## src/rtl/exc_seq_pkg.sv

```systemverilog
package exc_seq_pkg;

    typedef enum logic [2:0] {
        FC_MCHK  = 3'd0,
        FC_ALIGN = 3'd1,
        FC_INTR  = 3'd2,
        FC_CALL  = 3'd3,
        FC_ARITH = 3'd4,
        FC_ILLOP = 3'd5,
        FC_IMISS = 3'd6,
        FC_DMISS = 3'd7
    } fault_code_e;

    typedef enum logic [1:0] {
        S_BOOT = 2'd0,
        S_USER = 2'd1,
        S_PRIV = 2'd2
    } mode_state_e;

    localparam logic [15:0] BOOT_OFFSET = 16'h0001;
    localparam int unsigned SHADOW_CNT  = 8;

    function automatic logic [15:0] vec_offset(fault_code_e code);
        logic [15:0] off;
        unique case (code)
            FC_MCHK:  off = 16'h0401;
            FC_ALIGN: off = 16'h0301;
            FC_INTR:  off = 16'h0101;
            FC_CALL:  off = 16'h2001;
            FC_ARITH: off = 16'h0501;
            FC_ILLOP: off = 16'h0481;
            FC_IMISS: off = 16'h0181;
            FC_DMISS: off = 16'h0201;
            default:  off = 16'h0401;
        endcase
        return off;
    endfunction

    // Banked set: registers 8..14 map to slots 0..6, register 25 to slot 7
    function automatic logic is_banked(int unsigned idx);
        return ((idx >= 8) && (idx <= 14)) || (idx == 25);
    endfunction

    function automatic int unsigned bank_slot(int unsigned idx);
        return (idx == 25) ? 7 : (idx - 8);
    endfunction

endpackage

```

## src/rtl/exc_vector_unit.sv

```systemverilog
module exc_vector_unit
    import exc_seq_pkg::*;
#(
    parameter int PC_W = 32
) (
    input  fault_code_e      code,
    input  logic             in_priv,
    input  logic [PC_W-1:0]  base,
    input  logic [PC_W-1:0]  cur_pc,
    input  logic [PC_W-1:0]  old_exc,
    output logic [PC_W-1:0]  target,
    output logic [PC_W-1:0]  save_addr
);
    localparam logic [PC_W-1:0] INSN_BYTES = PC_W'(4);

    always_comb begin
        target = base + PC_W'(vec_offset(code));
        if (code == FC_INTR && in_priv)
            save_addr = old_exc;
        else if (code == FC_CALL || code == FC_ARITH)
            save_addr = cur_pc + INSN_BYTES;
        else
            save_addr = cur_pc;
    end
endmodule

```

## src/rtl/banked_regfile.sv

```systemverilog
module banked_regfile
    import exc_seq_pkg::*;
#(
    parameter int NUM_REGS = 32,
    parameter int DATA_W   = 32,
    parameter int IDX_W    = $clog2(NUM_REGS)
) (
    input  logic              clk,
    input  logic              rst_n,
    input  logic              shadow_on,
    input  logic              wr_en,
    input  logic [IDX_W-1:0]  wr_idx,
    input  logic [DATA_W-1:0] wr_data,
    input  logic [IDX_W-1:0]  rd_idx,
    output logic [DATA_W-1:0] rd_data
);
    localparam int SLOT_W = $clog2(SHADOW_CNT);

    logic [DATA_W-1:0] main_q   [NUM_REGS];
    logic [DATA_W-1:0] shadow_q [SHADOW_CNT];

    logic              wr_to_shadow, rd_from_shadow;
    logic [SLOT_W-1:0] wr_slot, rd_slot;

    always_comb begin
        wr_to_shadow   = shadow_on && is_banked(int'(wr_idx));
        rd_from_shadow = shadow_on && is_banked(int'(rd_idx));
        wr_slot        = SLOT_W'(bank_slot(int'(wr_idx)));
        rd_slot        = SLOT_W'(bank_slot(int'(rd_idx)));
        rd_data        = rd_from_shadow ? shadow_q[rd_slot] : main_q[rd_idx];
    end

    genvar g;
    generate
        for (g = 0; g < NUM_REGS; g++) begin : g_main
            always_ff @(posedge clk or negedge rst_n) begin
                if (!rst_n)
                    main_q[g] <= '0;
                else if (wr_en && !wr_to_shadow && wr_idx == IDX_W'(g))
                    main_q[g] <= wr_data;
            end
        end
        for (g = 0; g < SHADOW_CNT; g++) begin : g_shadow
            always_ff @(posedge clk or negedge rst_n) begin
                if (!rst_n)
                    shadow_q[g] <= '0;
                else if (wr_en && wr_to_shadow && wr_slot == SLOT_W'(g))
                    shadow_q[g] <= wr_data;
            end
        end
    endgenerate
endmodule

```

## src/rtl/exc_entry_seq.sv

```systemverilog
module exc_entry_seq
    import exc_seq_pkg::*;
#(
    parameter int PC_W     = 32,
    parameter int DATA_W   = 32,
    parameter int NUM_REGS = 32,
    parameter int IDX_W    = $clog2(NUM_REGS)
) (
    input  logic              clk,
    input  logic              rst_n,
    input  logic              fault_req,
    input  logic [2:0]        fault_code,
    input  logic [PC_W-1:0]   cur_pc,
    input  logic              eret_req,
    input  logic [PC_W-1:0]   base_addr,
    input  logic              rf_wr_en,
    input  logic [IDX_W-1:0]  rf_wr_idx,
    input  logic [DATA_W-1:0] rf_wr_data,
    input  logic [IDX_W-1:0]  rf_rd_idx,
    output logic [DATA_W-1:0] rf_rd_data,
    output logic              redirect,
    output logic [PC_W-1:0]   next_pc,
    output logic [PC_W-1:0]   next_next_pc,
    output logic [PC_W-1:0]   exc_addr,
    output logic              priv_mode,
    output logic              shadow_swap,
    output logic              illegal_op,
    output logic              intr_recheck
);
    localparam logic [PC_W-1:0] INSN_BYTES = PC_W'(4);

    mode_state_e state_q, state_d;
    logic        is_boot, in_priv;
    logic        take_fault, take_illop, take_ret;
    fault_code_e eff_code;
    logic [PC_W-1:0] vec_target, vec_save;

    logic            redirect_q, swap_q, illop_q, recheck_q;
    logic [PC_W-1:0] next_pc_q, exc_q;

    // Request decode
    always_comb begin
        is_boot    = (state_q == S_BOOT);
        in_priv    = (state_q != S_USER);
        take_fault = !is_boot && fault_req;
        take_illop = !is_boot && !fault_req && eret_req && (state_q == S_USER);
        take_ret   = !is_boot && !fault_req && eret_req && (state_q == S_PRIV);
        eff_code   = take_illop ? FC_ILLOP : fault_code_e'(fault_code);
    end

    exc_vector_unit #(.PC_W(PC_W)) u_vec (
        .code      (eff_code),
        .in_priv   (in_priv),
        .base      (base_addr),
        .cur_pc    (cur_pc),
        .old_exc   (exc_q),
        .target    (vec_target),
        .save_addr (vec_save)
    );

    // Next-state logic
    always_comb begin
        state_d = state_q;
        unique case (state_q)
            S_BOOT: state_d = S_PRIV;                                     // BOOT_ENTER
            S_USER: if (take_fault || take_illop) state_d = S_PRIV;       // TRAP_ENTER
            S_PRIV: if (take_ret && !exc_q[0]) state_d = S_USER;          // RET_LEAVE
            default: state_d = S_BOOT;
        endcase
    end

    // State register
    always_ff @(posedge clk or negedge rst_n) begin
        if (!rst_n) state_q <= S_BOOT;
        else        state_q <= state_d;
    end

    // Registered outputs
    always_ff @(posedge clk or negedge rst_n) begin
        if (!rst_n) begin
            redirect_q <= 1'b0;
            next_pc_q  <= '0;
            exc_q      <= '0;
            swap_q     <= 1'b0;
            illop_q    <= 1'b0;
            recheck_q  <= 1'b0;
        end else begin
            redirect_q <= 1'b0;
            swap_q     <= 1'b0;
            illop_q    <= 1'b0;
            recheck_q  <= 1'b0;
            unique case (state_q)
                S_BOOT: begin
                    redirect_q <= 1'b1;
                    next_pc_q  <= base_addr + PC_W'(BOOT_OFFSET);
                end
                S_USER: begin
                    if (take_fault || take_illop) begin
                        redirect_q <= 1'b1;
                        next_pc_q  <= vec_target;
                        exc_q      <= vec_save;
                        swap_q     <= 1'b1;
                        illop_q    <= take_illop;
                    end
                end
                S_PRIV: begin
                    if (take_fault) begin                                 // TRAP_NEST
                        redirect_q <= 1'b1;
                        next_pc_q  <= vec_target;
                        exc_q      <= vec_save;
                    end else if (take_ret) begin                          // RET_STAY / RET_LEAVE
                        redirect_q <= 1'b1;
                        next_pc_q  <= exc_q;
                        swap_q     <= !exc_q[0];
                        recheck_q  <= 1'b1;
                    end
                end
                default: ;
            endcase
        end
    end

    banked_regfile #(
        .NUM_REGS (NUM_REGS),
        .DATA_W   (DATA_W),
        .IDX_W    (IDX_W)
    ) u_rf (
        .clk       (clk),
        .rst_n     (rst_n),
        .shadow_on (in_priv),
        .wr_en     (rf_wr_en),
        .wr_idx    (rf_wr_idx),
        .wr_data   (rf_wr_data),
        .rd_idx    (rf_rd_idx),
        .rd_data   (rf_rd_data)
    );

    assign redirect     = redirect_q;
    assign next_pc      = next_pc_q;
    assign next_next_pc = next_pc_q + INSN_BYTES;
    assign exc_addr     = exc_q;
    assign priv_mode    = in_priv;
    assign shadow_swap  = swap_q;
    assign illegal_op   = illop_q;
    assign intr_recheck = recheck_q;
endmodule

```

## config.mk

```make
export PLATFORM = sky130hd
export DESIGN_NAME = exc_entry_seq
export DESIGN_NICKNAME = d
export VERILOG_FILES = /design/src/rtl/exc_seq_pkg.sv /design/src/rtl/exc_vector_unit.sv /design/src/rtl/banked_regfile.sv /design/src/rtl/exc_entry_seq.sv
export SDC_FILE = /design/constraint.sdc
export NUM_CORES = 2
export LEC_CHECK = 0
export ABC_AREA = 1
export BUFFER_PORTS_ARGS = -buffer_cell sky130_fd_sc_hd__buf_2
export CAP_MARGIN = 15
export CORE_MARGIN = 2
export CORE_UTILIZATION = 46
export CTS_CLUSTER_DIAMETER = 100
export DETAILED_ROUTE_END_ITERATION = 12
export GPL_ROUTABILITY_DRIVEN = 0
export SKIP_CTS_REPAIR_TIMING = 1
export SYNTH_ARGS = -nofsm -noshare
export SYNTH_HDL_FRONTEND = slang
export SYNTH_SLANG_ARGS = --single-unit
export TNS_END_PERCENT = 100
```

## constraint.sdc

```tcl
create_clock -name clk -period 3.9 [get_ports clk]
set_clock_uncertainty 0.2 [all_clocks]
set_input_delay 0.39 -clock clk [delete_from_list [all_inputs] [get_ports clk]]
set_output_delay 0.39 -clock clk [all_outputs]
set_load 0.05 [all_outputs]
```

==> metrics.txt <==
# TYPE chip_impl_metric gauge
chip_impl_metric{name="post_drt_via_cell_ratio",unit=""} 5.85
chip_impl_metric{name="synthArstFlopShare",unit="%"} 100
chip_impl_info{name="outcome",value="finished with violations"} 1
chip_impl_metric{name="power.net_switching",unit="mW"} 15.0
chip_impl_metric{name="worst-slew-pin-transition",unit="ps"} 1160
chip_impl_metric{name="place_inst",unit=""} 9273
chip_impl_metric{name="areaGrowthSynthToFinish",unit="%"} 14.9
chip_impl_metric{name="initial_core_util",unit="%"} 46.5
chip_impl_metric{name="io_pins",unit=""} 247
chip_impl_metric{name="ctsLongestPathBuffers",unit=""} 3
chip_impl_metric{name="clk_pin_slew_worst_paths",unit="ps"} 60
chip_impl_info{name="worstPathCellList",value="inv_1 -> ha_1 -> buf_4 -> a21oi_4 -> inv_4 -> nand3_1 -> nand2_1 -> buf_12"} 1
chip_impl_metric{name="syn-cell-area",unit="sq um"} 64000
chip_impl_metric{name="core",unit="sq um"} 138000
chip_impl_metric{name="setup_viol",unit=""} 0
chip_impl_info{name="clockRootBuffer",value="sky130_fd_sc_hd__clkbuf_16"} 1
chip_impl_info{name="failing_checks",value="negative hold slack"} 1
chip_impl_info{name="postSynth.topFlopCell",value="sky130_fd_sc_hd__dfrtp_1"} 1
chip_impl_metric{name="pwr-share-seq",unit="%"} 43.0
chip_impl_metric{name="final-instance-count-excl-fill",unit=""} 9646
chip_impl_metric{name="grt_first_pass_wirelength",unit="mm"} 326
chip_impl_info{name="cts_tree",value="built"} 1
chip_impl_metric{name="die-width",unit="um"} 377
chip_impl_metric{name="synth_edf_count",unit=""} 0
chip_impl_metric{name="post_placement_cell_area",unit="sq um"} 67500
chip_impl_info{name="most-common-layout-cells",value="sky130_fd_sc_hd__nand2_1 (1,903), sky130_fd_sc_hd__dfrtp_1 (1,350), sky130_fd_sc_hd__o21ai_0 (1,311)"} 1
chip_impl_metric{name="first_global_vias",unit=""} 53100
chip_impl_metric{name="die_area",unit="sq um"} 142000
chip_impl_metric{name="yosys_warnings",unit=""} 0
chip_impl_metric{name="route.final.wire_length",unit="mm"} 212
chip_impl_metric{name="htreeDepth",unit=""} 4
chip_impl_metric{name="period_needed",unit="ps"} 3720
chip_impl_metric{name="clock_insertion_delay_worst_skew",unit="ps"} 780
chip_impl_metric{name="fmax",unit="GHz"} 0.269
chip_impl_metric{name="synthesis.nets",unit=""} 7844
chip_impl_metric{name="drt_iter0_drcs",unit=""} 6357
chip_impl_metric{name="power-per-cell-area",unit="nW/um^2"} 594
chip_impl_metric{name="final_min_period_over_clock_period",unit="%"} 95.3
chip_impl_metric{name="num_vias",unit=""} 56400
chip_impl_metric{name="critical_path_arrival",unit="ps"} 3130
chip_impl_metric{name="grt_usage",unit="%"} 29.6
chip_impl_info{name="critical_path.top_delay_family",value="buffers and inverters"} 1
chip_impl_metric{name="timing.final.max_slew_violations",unit=""} 0
chip_impl_metric{name="share_of_the_yosys_chip_area_belonging_to_registers",unit="%"} 52.8
chip_impl_metric{name="clockPowerShare",unit="%"} 33.0
chip_impl_metric{name="drt_pass1_iterations",unit=""} 6
chip_impl_metric{name="cpPeakStageDelay",unit="ps"} 440
chip_impl_metric{name="avgSynthCellArea",unit="sq um"} 8.30
chip_impl_metric{name="total_power",unit="mW"} 43.7
chip_impl_metric{name="dp_hpwl",unit="mm"} 124
chip_impl_metric{name="hold_viol_final",unit=""} 3
chip_impl_info{name="critical_path_class",value="register to output pin"} 1
chip_impl_metric{name="p_sw_share",unit="%"} 34.3
chip_impl_metric{name="slew_headroom",unit="%"} 22.8
chip_impl_metric{name="numPortBuffers",unit=""} 246
chip_impl_metric{name="critical_path_buf_inv_count",unit=""} 4
chip_impl_info{name="critical-path-slowest-cell",value="sky130_fd_sc_hd__nand3_1"} 1
chip_impl_metric{name="grt_antenna_before_repair",unit=""} 11
chip_impl_metric{name="die_height",unit="um"} 377
chip_impl_metric{name="holdWs",unit="ps"} -5.04
chip_impl_metric{name="fin_nets",unit=""} 7856
chip_impl_info{name="crit_path_end_kind",value="output pin"} 1
chip_impl_metric{name="cts_buffers",unit=""} 152
chip_impl_metric{name="power_report.internal_total",unit="mW"} 28.7
chip_impl_metric{name="share_comb_of_total_power",unit="%"} 24.0
chip_impl_metric{name="fin_tns_setup",unit="ps"} 0
chip_impl_metric{name="fin_area",unit="sq um"} 73600
chip_impl_metric{name="grt_start_max_net_pins",unit=""} 129
chip_impl_metric{name="synth.distinct_cells",unit=""} 51
chip_impl_info{name="start_kind",value="register"} 1
chip_impl_metric{name="synthesis.instances",unit=""} 7714
chip_impl_info{name="rsz0062_at_grt",value="yes"} 1
chip_impl_metric{name="worstPathRequired",unit="ps"} 3310
chip_impl_metric{name="post_route_cells_drive_above_1_share",unit="%"} 10.5
chip_impl_metric{name="fillerInstances",unit=""} 12900
chip_impl_metric{name="vdd_ir_drop_max",unit="mV"} 0.511
chip_impl_metric{name="wire_length_per_cell",unit="um"} 22.0
chip_impl_metric{name="final_ant_viol_nets",unit=""} 0
chip_impl_metric{name="clkSinkCount",unit=""} 1350
chip_impl_metric{name="row_cnt",unit=""} 136
chip_impl_info{name="hold_path_class",value="input port to register"} 1
chip_impl_info{name="layout_commonest_cell",value="sky130_fd_sc_hd__nand2_1"} 1
chip_impl_metric{name="drc_errors",unit=""} 0
chip_impl_metric{name="power_leakage",unit="nW"} 33.4
chip_impl_metric{name="ys_ff_latch",unit=""} 1350
chip_impl_metric{name="path_max_fanout",unit=""} 16
chip_impl_metric{name="grt.overflow.total",unit=""} 0
chip_impl_metric{name="cap_viol_max_count",unit=""} 0
-- sequential cells by signal (all words and copies together) (netlist names) --
| name | count |
|---|---|
| next_pc | 32 |
| state_q | 2 |
| exc_addr | 32 |
| u_rf.shadow_q | 256 |
| illegal_op | 1 |
| intr_recheck | 1 |
| shadow_swap | 1 |
| redirect | 1 |
| u_rf.main_q | 1024 |
-- cells in the mapped netlist (all sizes together), types with 4 or more instances --
cell type  instances  area (sq um)
o21ai           1895          9720
nand3            237          1400
a21oi            101           505
clkbuf           490          1850
inv              212           798
buf              189          1130
xor2              43           377
ha                16           200
o221ai           128          1120
clkinv             4          15.0
nand4             45           430
o21bai             5          37.5
nor2             658          2560
o22ai            147           920
nor3              64           332
o211ai           152          1140
nor3b              4          30.0
nand2           1915          7230
xnor2             19           166
dfrtp           1350         33800
a31oi             22           138
-- layer usage --
metal	wire (um)	track usage, %	vias up	share of wire (%)
li1	-	-	26100	-
met1	95900	43.3	27600	45
met2	93700	45.4	2367	44
met3	16700	4.79	383	7.8
met4	5960	8.85	6	2.8
met5	34	0	-	0.016
-- final timing paths --
| check | cells after the start | slack [ps] | endpoint | from |
|---|---|---|---|---|
| worst max-delay path | 8 | 180 | rf_rd_data[7] | state_q[1] |
| worst min-delay path | 4 | -5 | u_rf.main_q[723] | rf_wr_data[19] |
| worst max register to register | 20 | 360 | next_pc[17] | state_q[0] |
| worst min register to register | 2 | 270 | u_rf.main_q[675] | u_rf.main_q[675] |
| max in group asynchronous | 3 | 2240 | u_rf.main_q[220] | rst_n |
| min in group asynchronous | 2 | 20 | next_pc[22] | rst_n |
-- power groups by stage --
stage | Clock (mW) | Sequential (mW) | Combinational (mW)
floorplan | 0 | 19.6 | 6.33
global placement | 0 | 18.8 | 10.2
detailed placement | 0 | 18.9 | 10.4
CTS | 14.6 | 18.7 | 10.4
global route | 15.2 | 19.1 | 11.7
finish | 14.4 | 18.8 | 10.5
-- per-stage QoR --
stage          setup slack [ps]  util [%]
6_report                    183      53.4
4_1_cts                   -35.5      52.6
3_5_place_dp                233      49.0
5_1_grt                   -6.98      53.4
3_3_place_gp                312      49.0
2_1_floorplan               371         -
-- layout make-up --
class / instances / area, sq um / area share [%]
antenna: 4 / 10.0 / 0.0136
clock buffer: 226 / 4430 / 6.03
clock inverter: 50 / 576 / 0.783
inverter: 216 / 837 / 1.14
multi-input combinational: 5469 / 26600 / 36.2
sequential: 1350 / 33800 / 45.9
tap: 1794 / 2240 / 3.05
timing repair buffer: 537 / 5070 / 6.89
-- logic make-up after synthesis --
group | after synthesis | share of synthesized area [%]
simple gates | 2933 | 18.8
xor+xnor | 62 | 0.848
buf+inv | 895 | 5.91
flops | 1350 | 52.8
fa+ha+maj | 16 | 0.313
compound gates | 2458 | 21.3
-- tightest hold or removal path: cells and delay by family --
| kind | cells | cell delay, ps |
|---|---|---|
| AO/OA/AOI/OAI | 1 | 170 |
| buffers and inverters | 3 | 370 |
(Power assumes the default switching activity.)
